File: src/rtl/div3_pkg.sv
// Shared encoding for the serial divide-by-three unit.
// Assumes a two-bit binary remainder code; 2'b11 is never produced.
package div3_pkg;
    localparam int STATE_W = 2;
    localparam logic [STATE_W-1:0] REM_ZERO = 2'b00;
    localparam logic [STATE_W-1:0] REM_ONE  = 2'b01;
    localparam logic [STATE_W-1:0] REM_TWO  = 2'b10;
endpackage

File: src/rtl/div3_step.sv
// Combinational arc logic: from the present remainder and one input bit,
// gives the next remainder and the quotient bit of that arc.
// Assumes the caller forces the remainder to zero on the first bit via clear.
module div3_step
    import div3_pkg::*;
#(
    parameter int W = STATE_W
) (
    input  logic [W-1:0] cur_rem,
    input  logic         clear,
    input  logic         din,
    output logic [W-1:0] nxt_rem,
    output logic         qout
);
    logic [W-1:0] base;

    // Choose the remainder the arc starts from.
    always_comb base = clear ? REM_ZERO : cur_rem;

    // Arc table of (2r + b): new remainder and quotient bit.
    always_comb begin
        case (base)
            REM_ZERO: begin nxt_rem = din ? REM_ONE : REM_ZERO; qout = 1'b0; end
            REM_ONE:  begin nxt_rem = din ? REM_ZERO : REM_TWO; qout = din;  end
            REM_TWO:  begin nxt_rem = din ? REM_TWO : REM_ONE;  qout = 1'b1; end
            default:  begin nxt_rem = REM_ZERO;                 qout = 1'b0; end
        endcase
    end
endmodule

File: src/rtl/div3_state_reg.sv
// Remainder register with synchronous active-low reset and load enable.
// Assumes load is high only on accepted bits.
module div3_state_reg
    import div3_pkg::*;
#(
    parameter int W = STATE_W
) (
    input  logic         clk,
    input  logic         rst_n,
    input  logic         load,
    input  logic [W-1:0] d,
    output logic [W-1:0] q
);
    // Hold the running remainder, clear on reset.
    always_ff @(posedge clk) begin
        if (!rst_n)    q <= REM_ZERO;
        else if (load) q <= d;
    end
endmodule

File: src/rtl/div3_out_reg.sv
// Registers the quotient bit and its valid flag for one cycle per accepted bit.
// Assumes vld marks the cycles whose q must be presented.
module div3_out_reg (
    input  logic clk,
    input  logic rst_n,
    input  logic vld,
    input  logic q,
    output logic q_vld,
    output logic q_bit
);
    // Present the arc output, quiet when no bit was taken.
    always_ff @(posedge clk) begin
        if (!rst_n) begin
            q_vld <= 1'b0;
            q_bit <= 1'b0;
        end else begin
            q_vld <= vld;
            q_bit <= vld & q;
        end
    end
endmodule

File: src/rtl/ser_div3.sv
// Serial MSB-first divide-by-three. Keeps only the remainder as state and
// emits one registered quotient bit per accepted input bit.
// Assumes start accompanies the first bit of each number.
module ser_div3
    import div3_pkg::*;
#(
    parameter int W = STATE_W
) (
    input  logic         clk,
    input  logic         rst_n,
    input  logic         start,
    input  logic         bit_vld,
    input  logic         bit_in,
    output logic         q_vld,
    output logic         q_bit,
    output logic [W-1:0] rem_out
);
    logic [W-1:0] rem_q;
    logic [W-1:0] rem_d;
    logic         arc_q;

    div3_step #(.W(W)) u_step (
        .cur_rem (rem_q),
        .clear   (start),
        .din     (bit_in),
        .nxt_rem (rem_d),
        .qout    (arc_q)
    );

    div3_state_reg #(.W(W)) u_state (
        .clk   (clk),
        .rst_n (rst_n),
        .load  (bit_vld),
        .d     (rem_d),
        .q     (rem_q)
    );

    div3_out_reg u_out (
        .clk   (clk),
        .rst_n (rst_n),
        .vld   (bit_vld),
        .q     (arc_q),
        .q_vld (q_vld),
        .q_bit (q_bit)
    );

    assign rem_out = rem_q;
endmodule

File: config.mk
export PLATFORM = sky130hd
export DESIGN_NAME = ser_div3
export DESIGN_NICKNAME = d
export VERILOG_FILES = /design/src/rtl/div3_pkg.sv /design/src/rtl/div3_step.sv /design/src/rtl/div3_state_reg.sv /design/src/rtl/div3_out_reg.sv /design/src/rtl/ser_div3.sv
export SDC_FILE = /design/constraint.sdc
export NUM_CORES = 1
export LEC_CHECK = 0
export ABC_AREA = 1
export BUFFER_PORTS_ARGS = -buffer_cell sky130_fd_sc_hd__buf_2
export CORE_AREA = 8 8 45 47
export DETAILED_ROUTE_END_ITERATION = 16
export DIE_AREA = 0 0 53 55
export PLACE_DENSITY = 0.47
export SYNTH_ARGS = -nofsm -noshare
export SYNTH_HDL_FRONTEND = slang
export SYNTH_SLANG_ARGS = --single-unit
File: constraint.sdc
create_clock -name clk -period 1 [get_ports clk]
set_input_delay 0.2 -clock clk [delete_from_list [all_inputs] [get_ports clk]]
set_output_delay 0.2 -clock clk [all_outputs]
set_load 0.1 [all_outputs]
=== Word level (Yosys, flattened, before mapping) ===
Cells that the tools add are included.

* Register bits after elaboration: 4
* Output and inout port bits: 4
* Logic and storage cells: 13

* Eq/ne operators: 2
* Multiplexer cells: 6
* Bitwise logic cells: 1
* Reductions and logical operators: 1

{| class="wikitable"
|+ Operators with widths
! cell !! number
|-
| $mux 2 || 3
|-
| $pmux 2 s3 || 1
|-
| $eq 2x1->1 const B || 1
|-
| $eq 2x2->1 const B || 1
|-
| $logic_not 2->1 || 1
|-
| $pmux 1 s2 || 1
|-
| $and 1x1->1 || 1
|-
| $mux 1 || 1
|}

=== Longest topological paths before layout ===
Gate-level depths: netlist of run 1.

* Depth after elaboration: 4
* Depth in mapped cells: 8
* Mapped depth without buffers: 8

=== By module ===
From an unflattened synthesis of run 1, not the netlist that was laid out.

* Cell total of the unflattened synthesis: 40
* Area total of the unflattened synthesis: 270.3 µm²

{| class="wikitable"
|+ Modules (own cells, without submodules)
! module !! times used !! cells an instance !! area an instance (µm²) !! sequential area each (µm²)
|-
| div3_step || 1 || 22 || 135.1 || 0.0
|-
| div3_state_reg || 1 || 12 || 77.6 || 40.0
|-
| div3_out_reg || 1 || 6 || 57.6 || 40.0
|}

=== Worst setup path after synthesis of run 1 ===
Ideal clock, no wire load.

* Path type: flip-flop to flip-flop
* Start point: register u_state.q[0]
* End point: register u_state.q[1]
* Library setup time: 0.069 ns
* Data arrival time: 1.713 ns
* Setup slack: -0.781 ns
* Cell stages (with the launch flop): 8
* Buffers on the path: 0
* Period minus slack after synthesis: 1.781 ns
* Cells stage by stage: dfxtp_1 > nand2_1 > inv_1 > ha_1 > inv_1 > nand2_2 > nand3_2 > a21oi_2

* Cells in the longest elaborated chain, start to end: 3
* Elaborated cells between the ends (all ways): 5
* Those cells by class: eq/ne (2); mux (2); reduce/logical (1)

{| class="wikitable"
|+ RTL lines
! item !! line !! RTL
|-
| start: declaration || div3_state_reg.sv:12 || <nowiki>output logic [W-1:0] q</nowiki>
|-
| start signal: assignment || div3_state_reg.sv:16 || <nowiki>if (!rst_n) q <= REM_ZERO;</nowiki>
|-
| start signal: assignment || div3_state_reg.sv:17 || <nowiki>else if (load) q <= d;</nowiki>
|-
| $mux 2 * || div3_step.sv:18 || <nowiki>always_comb base = clear ? REM_ZERO : cur_rem;</nowiki>
|-
| $eq 2x2->1 (tied with other cells) || div3_step.sv:22 || <nowiki>case (base)</nowiki>
|-
| $pmux 2 s3 * || div3_step.sv:22 ||
|}

Mark *: on every way between the ends. The rest lies on a longest branch, timed or not.
A chain may end at the register's enable or synchronous reset.

=== Worst setup path in the final report of run 1 ===
* Start point: register u_state.q[0]
* End point: output rem_out[0]

{| class="wikitable"
|+ RTL lines
! item !! line !! RTL
|-
| end: declaration || ser_div3.sv:16 || <nowiki>output logic [W-1:0] rem_out</nowiki>
|}

No word-level cell between the ends.

==> results of run 1 <==
-- worst max-delay path, cell delays in order, from the launching register on --
cell and delay (ps):
dfxtp_4 350, buf_6 120, buf_12 150
-- final cells by class --
type	instances	area [sq um]	area share, %
Timing Repair Buffer	9	111.4	22.82
Multi-Input combinational cell	19	205.2	42.05
Clock buffer	4	26.28	5.385
Tap cell	16	20.02	4.103
Sequential cell	4	90.09	18.46
Inverter	8	35.03	7.179
-- logic make-up after synthesis --
group	count (synthesis)	share of synthesized area, %
fa+ha+maj	5	24.88
buf+inv	8	11.94
flops	4	31.84
compound gates	5	11.94
simple gates	9	19.40
-- worst max path at each step --
stage	startpoint	endpoint	slack [ps]	cells past startpoint
2_1_floorplan	u_state.q[1]	u_state.q[1]	-160	7
3_3_place_gp	start	u_state.q[1]	-50	9
3_5_place_dp	start	u_state.q[1]	-70	9
4_1_cts	u_state.q[0]	rem_out[0]	-70	2
5_1_grt	u_state.q[0]	rem_out[0]	-90	2
6_report	u_state.q[0]	rem_out[0]	-50	2
-- cell usage after synthesis --
cell type / number
inv_1: 7
nand2_1: 6
ha_1: 5
dfxtp_1: 4
a21oi_1: 1
a21oi_2: 1
a31oi_1: 1
inv_2: 1
nand2_2: 1
nand3_2: 1
nor3_2: 1
o21ai_0: 1
o21ai_1: 1
-- per-stage QoR --
step	util (%)	power, uW	hold slack [ps]
6_report	35.26	577.6	187.0
5_1_grt	35.26	617.3	192.7
4_1_cts	33.54	582.0	184.5
3_5_place_dp	31.37	352.5	435.0
3_3_place_gp	31.37	353.2	429.0
2_1_floorplan	-	288.2	274.6
-- power by group --
group	switching, uW	leakage (uW)	total [uW]	internal, uW
combinational	112	0.000170	182	69.6
clock	67.3	0.0000150	217	150
sequential	10.2	0.0000350	179	168
total	190	0.000220	578	388
-- registers in the layout, indices dropped and copies added (netlist names) --
register and flops:
u_state.q 2, u_out.q_bit 1, u_out.q_vld 1
-- repair_timing --
| item | CTS | global route |
|---|---|---|
| hold endpoints to repair | 0 | 0 |
| endpoints found under the setup margin | 1 | 5 |
| pin swaps | 0 | 6 |
| resized for setup | 1 | 7 |
-- layer usage --
| metal | track usage, % | up-vias |
|---|---|---|
| met2 | 6.250 | 6 |
| met5 | 0 | - |
| met3 | 1.872 | 0 |
| met1 | 4.091 | 94 |
| met4 | 6.466 | 0 |
| li1 | - | 121 |
==> flow_metrics.py, run 1 <==
metrics = {
    "synth": {
        "netlist_instances": 31,
        "yosysUniqueCellTypes": 13,
        "ys_seq_area_share_pct": 31.84,
        "ys_top_cells_by_area": "dfxtp_1 (32%), ha_1 (25%), inv_1 (10%), nand2_1 (9.0%), nand3_2 (4.0%)",
        "synthesis.nets": 41,
        "ys_ff_latch": 4,
        "yosysTopAreaCell": "dfxtp_1",
        "synth_top_area_share_pct": 31.84,
        "avgSynthCellArea_sq_um": 8.113,
        "synth_area_sq_um": 251.5,
        "yosysWarnings": 0,
    },
    "setup_path": {
        "r2r-start": "u_state.q[1]",
        "crit_type": "reg2out",
        "worstReg2RegEnd": "u_state.q[1]",
        "startpoint_type": "flop",
        "worstPathRequired_ps": 800,
        "r2r_slack_ps": -10,
        "endpoint_kind": "primary output",
        "path_max_fanout": 2,
        "rr_worst_depth": 7,
        "arrival_ps": 850,
    },
    "layout": {
        "fin_area_sq_um": 488.0,
        "layout.cells.non_filler": 60,
        "final_cell_mix": "inv_1 (4), buf_2 (4), buf_12 (4)",
        "fillers": 143,
        "syn2layout_area_growth_pct": 94.03,
        "drive_gt1_share_pct": 75.00,
        "nets": 55,
        "antenna_cells": 0,
    },
    "min_path": {
        "holdPathEnd": "u_state.q[1]",
        "min_path_type": "in2reg",
        "hp-start": "bit_vld",
        "hold_depth": 2,
    },
    "route": {
        "routed_via_density": 3.683,
        "wl_per_cell_um": 9.617,
        "ant_nets": 0,
        "vias": 221,
        "met1Wirelength_um": 245,
        "top_layer_used": "met3",
        "first_pass_iters": 2,
        "wl_met2_um": 282,
        "drt_iter0_markers": 1,
        "routed_wl_um": 577,
        "wl_met3_um": 49,
        "drcViolationCount": 0,
    },
    "floorplanning": {
        "core_area_sq_um": 1384,
        "core.rowCount": 14,
        "die_y_um": 55,
        "die_w_um": 53,
        "dieArea_sq_um": 2915,
        "io_pins": 9,
        "start_util_pct": 18.17,
    },
    "timing": {
        "fin_crit_sh_pct": 105.4,
        "fin_crit_ps": 1054,
        "finalSetupViolCount": 2,
        "tns_ps": -66.66,
        "hold_violations": 0,
        "final_max_slew_viol_count": 0,
        "worst_slack_ps": -54.07,
        "rsz0062_at_grt": "true",
        "finClkSkew_ps": 5.502,
        "slew_headroom_pct": 87.12,
        "fmax_mhz": 948.7,
        "tightest_slew_ps": 191.2,
    },
    "clock_network": {
        "htreeDepth": 1,
        "cts_hold_buffers": 0,
        "numCtsBuffers": 3,
        "cts_root_buffer": "clkbuf_4",
        "cts_tree": "done",
        "clock_path_buffers": 2,
        "post-cts-setup-buffer-count": 0,
        "clk_pin_slew_ps": 40,
        "clk_latency_ps": 240,
        "clock-sinks": 4,
    },
    "place": {
        "numPortBuffers": 8,
        "dp.cells": 56,
        "gp_congestion": 0.7227,
        "place_ws_ps": -73.64,
        "dp_hpwl_um": 467.4,
        "place_area_sq_um": 434.2,
    },
    "flow_run": {
        "maxCapViolCount": 0,
    },
    "grt": {
        "grt_overflow_total": 0,
        "grt_usage_pct": 4.421,
        "antenna_found_initial": 0,
        "grt_max_degree": 6,
        "grt_pass1_vias": 215,
        "grt_pass1_wl_um": 876,
    },
    "outcome": {
        "status": "complete, but fails checks",
        "violations": "setup timing",
    },
    "power": {
        "cellPowerDensity_nw_per_um2": 1184,
        "power_leakage_uw": 0.0002199,
        "vdd_drop_max_mv": 0.2374,
    },
}
(Power assumes the default switching activity.)
==> run 2: changes to the inputs <==
Settings changed: BUFFER_PORTS_ARGS -buffer_cell sky130_fd_sc_hd__buf_2 to unset, DONT_BUFFER_PORTS set to 1, PLACE_DENSITY 0.47 to 0.41.
==> flow_metrics.py, run 2 (same netlist as run 1, synthesis figures left out) <==
metrics = {
    "layout": {
        "top_register": "u_state.q",
        "drive_gt1_share_pct": 66.67,
        "antenna_cells": 0,
        "layout_commonest_cell": "buf_12",
        "syn2layout_area_growth_pct": 79.10,
        "largest_reg_flops": 2,
        "top_regs": "u_state.q: 2 flops, u_out.q_bit: 1 flops, u_out.q_vld: 1 flops",
        "nets": 50,
        "final_util_pct": 32.55,
        "fin_area_sq_um": 450.4,
    },
    "grt": {
        "met1_usage_pct": 3.328,
        "met2_usage_pct": 7.617,
        "grt_overflow_total": 0,
        "grt_util_met3_pct": 2.406,
        "grt_usage_pct": 4.310,
        "grt_pass1_wl_um": 924,
        "top_usage_layer": "met2",
        "grt_pass1_vias": 248,
        "grt_max_degree": 6,
        "antenna_found_initial": 0,
    },
    "route": {
        "ant_nets": 0,
        "vias": 222,
        "routed_wl_um": 605,
        "wl_per_cell_um": 11.00,
        "drcViolationCount": 0,
        "drt_iter0_markers": 0,
        "first_pass_iters": 1,
        "routed_via_density": 4.036,
    },
    "clock_network": {
        "clock_path_buffers": 2,
        "post-cts-setup-buffer-count": 0,
        "clk_pin_slew_ps": 40,
        "clk_latency_ps": 240,
        "numCtsBuffers": 3,
        "cts_hold_buffers": 0,
        "clock-sinks": 4,
        "htreeDepth": 1,
        "cts_root_buffer": "clkbuf_4",
        "cts_tree": "done",
    },
    "setup_path": {
        "rr_worst_depth": 7,
        "path_max_fanout": 3,
        "max_stage_delay_ps": 390,
        "crit_type": "reg2out",
        "endpoint_kind": "primary output",
        "crit_path_top_delay_cell": "dfxtp_4",
        "worstPathRequired_ps": 800,
        "worst-path-stages": 1,
        "r2r-start": "u_state.q[1]",
        "startpoint_type": "flop",
        "crit_chain": "buf_12",
        "crit_start": "u_state.q[0]",
        "crit_buf_inv": 1,
        "cp_top_family": "flip-flops",
        "arrival_ps": 810,
    },
    "timing": {
        "fmax_mhz": 990.4,
        "tns_ps": -16.49,
        "finClkSkew_ps": 10.99,
        "rsz0062_at_grt": "true",
        "hold_violations": 0,
        "fin_crit_sh_pct": 101.0,
        "worst_slack_ps": -9.689,
        "fin_crit_ps": 1010,
        "final_max_slew_viol_count": 0,
        "slew_headroom_pct": 83.61,
        "finalSetupViolCount": 2,
        "tightest_slew_ps": 245.6,
    },
    "place": {
        "gp_congestion": 0.6556,
        "numPortBuffers": 0,
        "place_area_sq_um": 381.6,
        "place_ws_ps": -0.7334,
    },
    "outcome": {
        "violations": "setup timing",
        "status": "complete, but fails checks",
    },
    "power": {
        "report.power.total_uw": 565.1,
        "cellPowerDensity_nw_per_um2": 1255,
        "vdd_drop_max_mv": 0.2929,
        "power_leakage_uw": 0.0001937,
    },
    "floorplanning": {
        "start_util_pct": 18.17,
        "dieArea_sq_um": 2915,
        "core_area_sq_um": 1384,
        "io_pins": 9,
        "core.rowCount": 14,
        "die_y_um": 55,
        "die_w_um": 53,
    },
    "flow_run": {
        "maxCapViolCount": 0,
    },
    "min_path": {
        "hold_depth": 1,
        "hp-start": "bit_vld",
        "min_path_type": "in2reg",
    },
}
==> run 2: per-layer routing <==
| layer | vias up | wire length, um |
|---|---|---|
| li1 | 111 | - |
| met1 | 105 | 217 |
| met2 | 6 | 338 |
| met3 | 0 | 49 |
| met4 | 0 | 0 |
| met5 | - | 0 |
==> run 2: repair_timing <==
| action | in CTS | in global routing |
|---|---|---|
| setup endpoints to repair | 4 | 5 |
| gates resized for setup | 5 | 7 |
| pin swaps | 1 | 2 |
| cloned | 0 | 0 |
| hold endpoints to repair | 0 | 0 |
==> run 2: layout make-up <==
type / instances / area, sq um
repair buffers: 4 / 80.08
flip-flops and latches: 4 / 90.09
inverters: 8 / 37.54
multi-input cells: 19 / 196.4
fillers: 151 / 933.4
clock buffers: 4 / 26.28
well taps: 16 / 20.02
==> run 2: path summary, 6_finish.rpt <==
| check | to | slack (ps) |
|---|---|---|
| max | rem_out[0] | -10 |
| min | u_state.q[1] | 30 |
| max reg2reg | u_state.q[1] | -10 |
| min reg2reg | u_state.q[0] | 580 |
==> run 2: per-stage QoR <==
stage / instances / hold slack [ps]
after floorplan: 31 / 274.6
after global placement: 51 / 279.5
after detailed placement: 51 / 278.2
after CTS: 55 / 20.05
after global routing: 55 / 20.88
final: 55 / 29.50
==> run 2: where the power goes <==
group	internal, uW	switching [uW]	total, uW
combinational	59.1	103	162
clock	150	70.9	221
sequential	168	14.2	183
total	377	188	565
==> run 3: changes to the inputs <==
Settings changed: PLACE_DENSITY 0.41 to 0.34, RECOVER_POWER set to 25.
==> flow_metrics.py, run 3 (same netlist as run 1, synthesis figures left out) <==
metrics = {
    "outcome": {
        "status": "complete, but fails checks",
        "violations": "setup timing",
    },
    "power": {
        "report.power.total_uw": 558.1,
        "cellPowerDensity_nw_per_um2": 1282,
        "vdd_drop_max_mv": 0.2556,
        "power_leakage_uw": 0.0001986,
    },
    "clock_network": {
        "cts_tree": "done",
        "cts_root_buffer": "clkbuf_4",
        "clock_path_buffers": 2,
        "clock-sinks": 4,
        "htreeDepth": 1,
        "post-cts-setup-buffer-count": 0,
        "clk_pin_slew_ps": 40,
        "clk_latency_ps": 240,
        "numCtsBuffers": 3,
    },
    "layout": {
        "syn2layout_area_growth_pct": 73.13,
        "nets": 50,
        "layout.cells.non_filler": 55,
        "multiInputGateArea_sq_um": 183.9,
        "regArea_sq_um": 90.09,
        "fillers": 142,
        "final_cell_mix": "inv_1 (5), buf_12 (4), nand2_1 (3), ha_1 (3), clkbuf_4 (3)",
        "top_register": "u_state.q",
        "top_regs": "u_state.q: 2 flops, u_out.q_bit: 1 flops, u_out.q_vld: 1 flops",
        "drive_gt1_share_pct": 58.97,
        "largest_reg_flops": 2,
        "layout_commonest_cell": "inv_1",
        "antenna_cells": 0,
        "fin_area_sq_um": 435.4,
    },
    "min_path": {
        "min_path_type": "in2reg",
    },
    "route": {
        "wl_per_cell_um": 10.80,
        "routed_wl_um": 594,
        "drt_iter0_markers": 6,
        "first_pass_iters": 3,
        "routed_via_density": 3.855,
        "drcViolationCount": 0,
        "ant_nets": 0,
        "vias": 212,
    },
    "place": {
        "place_ws_ps": 1.535,
        "gp_congestion": 0.7124,
        "dp.cells": 51,
        "place_area_sq_um": 381.6,
        "numPortBuffers": 0,
        "dp_hpwl_um": 504.1,
    },
    "timing": {
        "finalSetupViolCount": 1,
        "tightest_slew_ps": 211.7,
        "worst_slack_ps": -6.653,
        "fin_crit_ps": 1007,
        "finClkSkew_ps": 9.253,
        "final_max_slew_viol_count": 0,
        "fmax_mhz": 993.4,
        "rsz0062_at_grt": "true",
        "hold_violations": 0,
        "slew_headroom_pct": 85.74,
        "fin_crit_sh_pct": 100.7,
    },
    "floorplanning": {
        "die_w_um": 53,
        "core_area_sq_um": 1384,
        "io_pins": 9,
        "dieArea_sq_um": 2915,
        "die_y_um": 55,
        "core.rowCount": 14,
        "start_util_pct": 18.17,
    },
    "grt": {
        "grt_pass1_vias": 218,
        "grt_overflow_total": 0,
        "grt_usage_pct": 4.861,
        "grt_pass1_wl_um": 924,
        "antenna_found_initial": 0,
        "grt_max_degree": 6,
    },
    "setup_path": {
        "path_max_fanout": 3,
        "endpoint_kind": "flop",
        "crit_type": "reg2reg",
        "startpoint_type": "flop",
        "arrival_ps": 1130,
        "worstPathRequired_ps": 1130,
    },
    "flow_run": {
        "maxCapViolCount": 0,
    },
}
==> run 3: critical path, stage by stage, from the launching register on <==
cell and delay (ps):
dfxtp_4 360, nand2_4 90, inv_4 50, ha_4 150
inv_1 70, nand2_2 60, nand3_2 80, a21oi_2 50
==> run 3: metal layers <==
metal / vias to the layer above / GRT usage (%) / wire length (um)
li1: 109 / - / -
met5: - / 0 / 0
met1: 93 / 4.097 / 222
met3: 4 / 2.674 / 52
met2: 6 / 7.227 / 294
met4: 0 / 6.466 / 24
==> run 3: layout make-up <==
type	instances	area share [%]
Clock buffer	4	6.034
Sequential cell	4	20.69
Multi-Input combinational cell	19	42.24
Inverter	8	8.046
Tap cell	16	4.598
Timing Repair Buffer	4	18.39
==> run 3: through the flow <==
step                utilization [%]  setup TNS [ps]  hold WS [ps]
floorplan                         -          -395.5         274.6
global placement              27.58               0         275.7
detailed placement            27.58               0         277.7
CTS                           31.28          -9.124         20.49
global route                  31.46          -170.9         19.88
finish                        31.46          -6.653         26.33
==> run 3: timing repair <==
| item | CTS | global route |
|---|---|---|
| resized for setup | 6 | 1 |
| setup endpoints to repair | 3 | 4 |
| hold buffers | 0 | 0 |
| pin swaps | 1 | 0 |
==> run 3: power by group <==
group,total (uW),internal [uW],switching (uW)
clock network,224,150,74.0
logic,153,55.0,98.2
registers,181,168,12.3
==> run 3: path summary, 6_finish.rpt <==
check / from / slack (ps) / cells past startpoint / end
worst min-delay path: bit_vld / 30 / 1 / u_state.q[1]
worst max-delay path: u_state.q[1] / -7 / 7 / u_state.q[1]
worst min register to register: u_state.q[0] / 560 / 2 / u_state.q[0]
worst max register to register: u_state.q[1] / -7 / 7 / u_state.q[1]
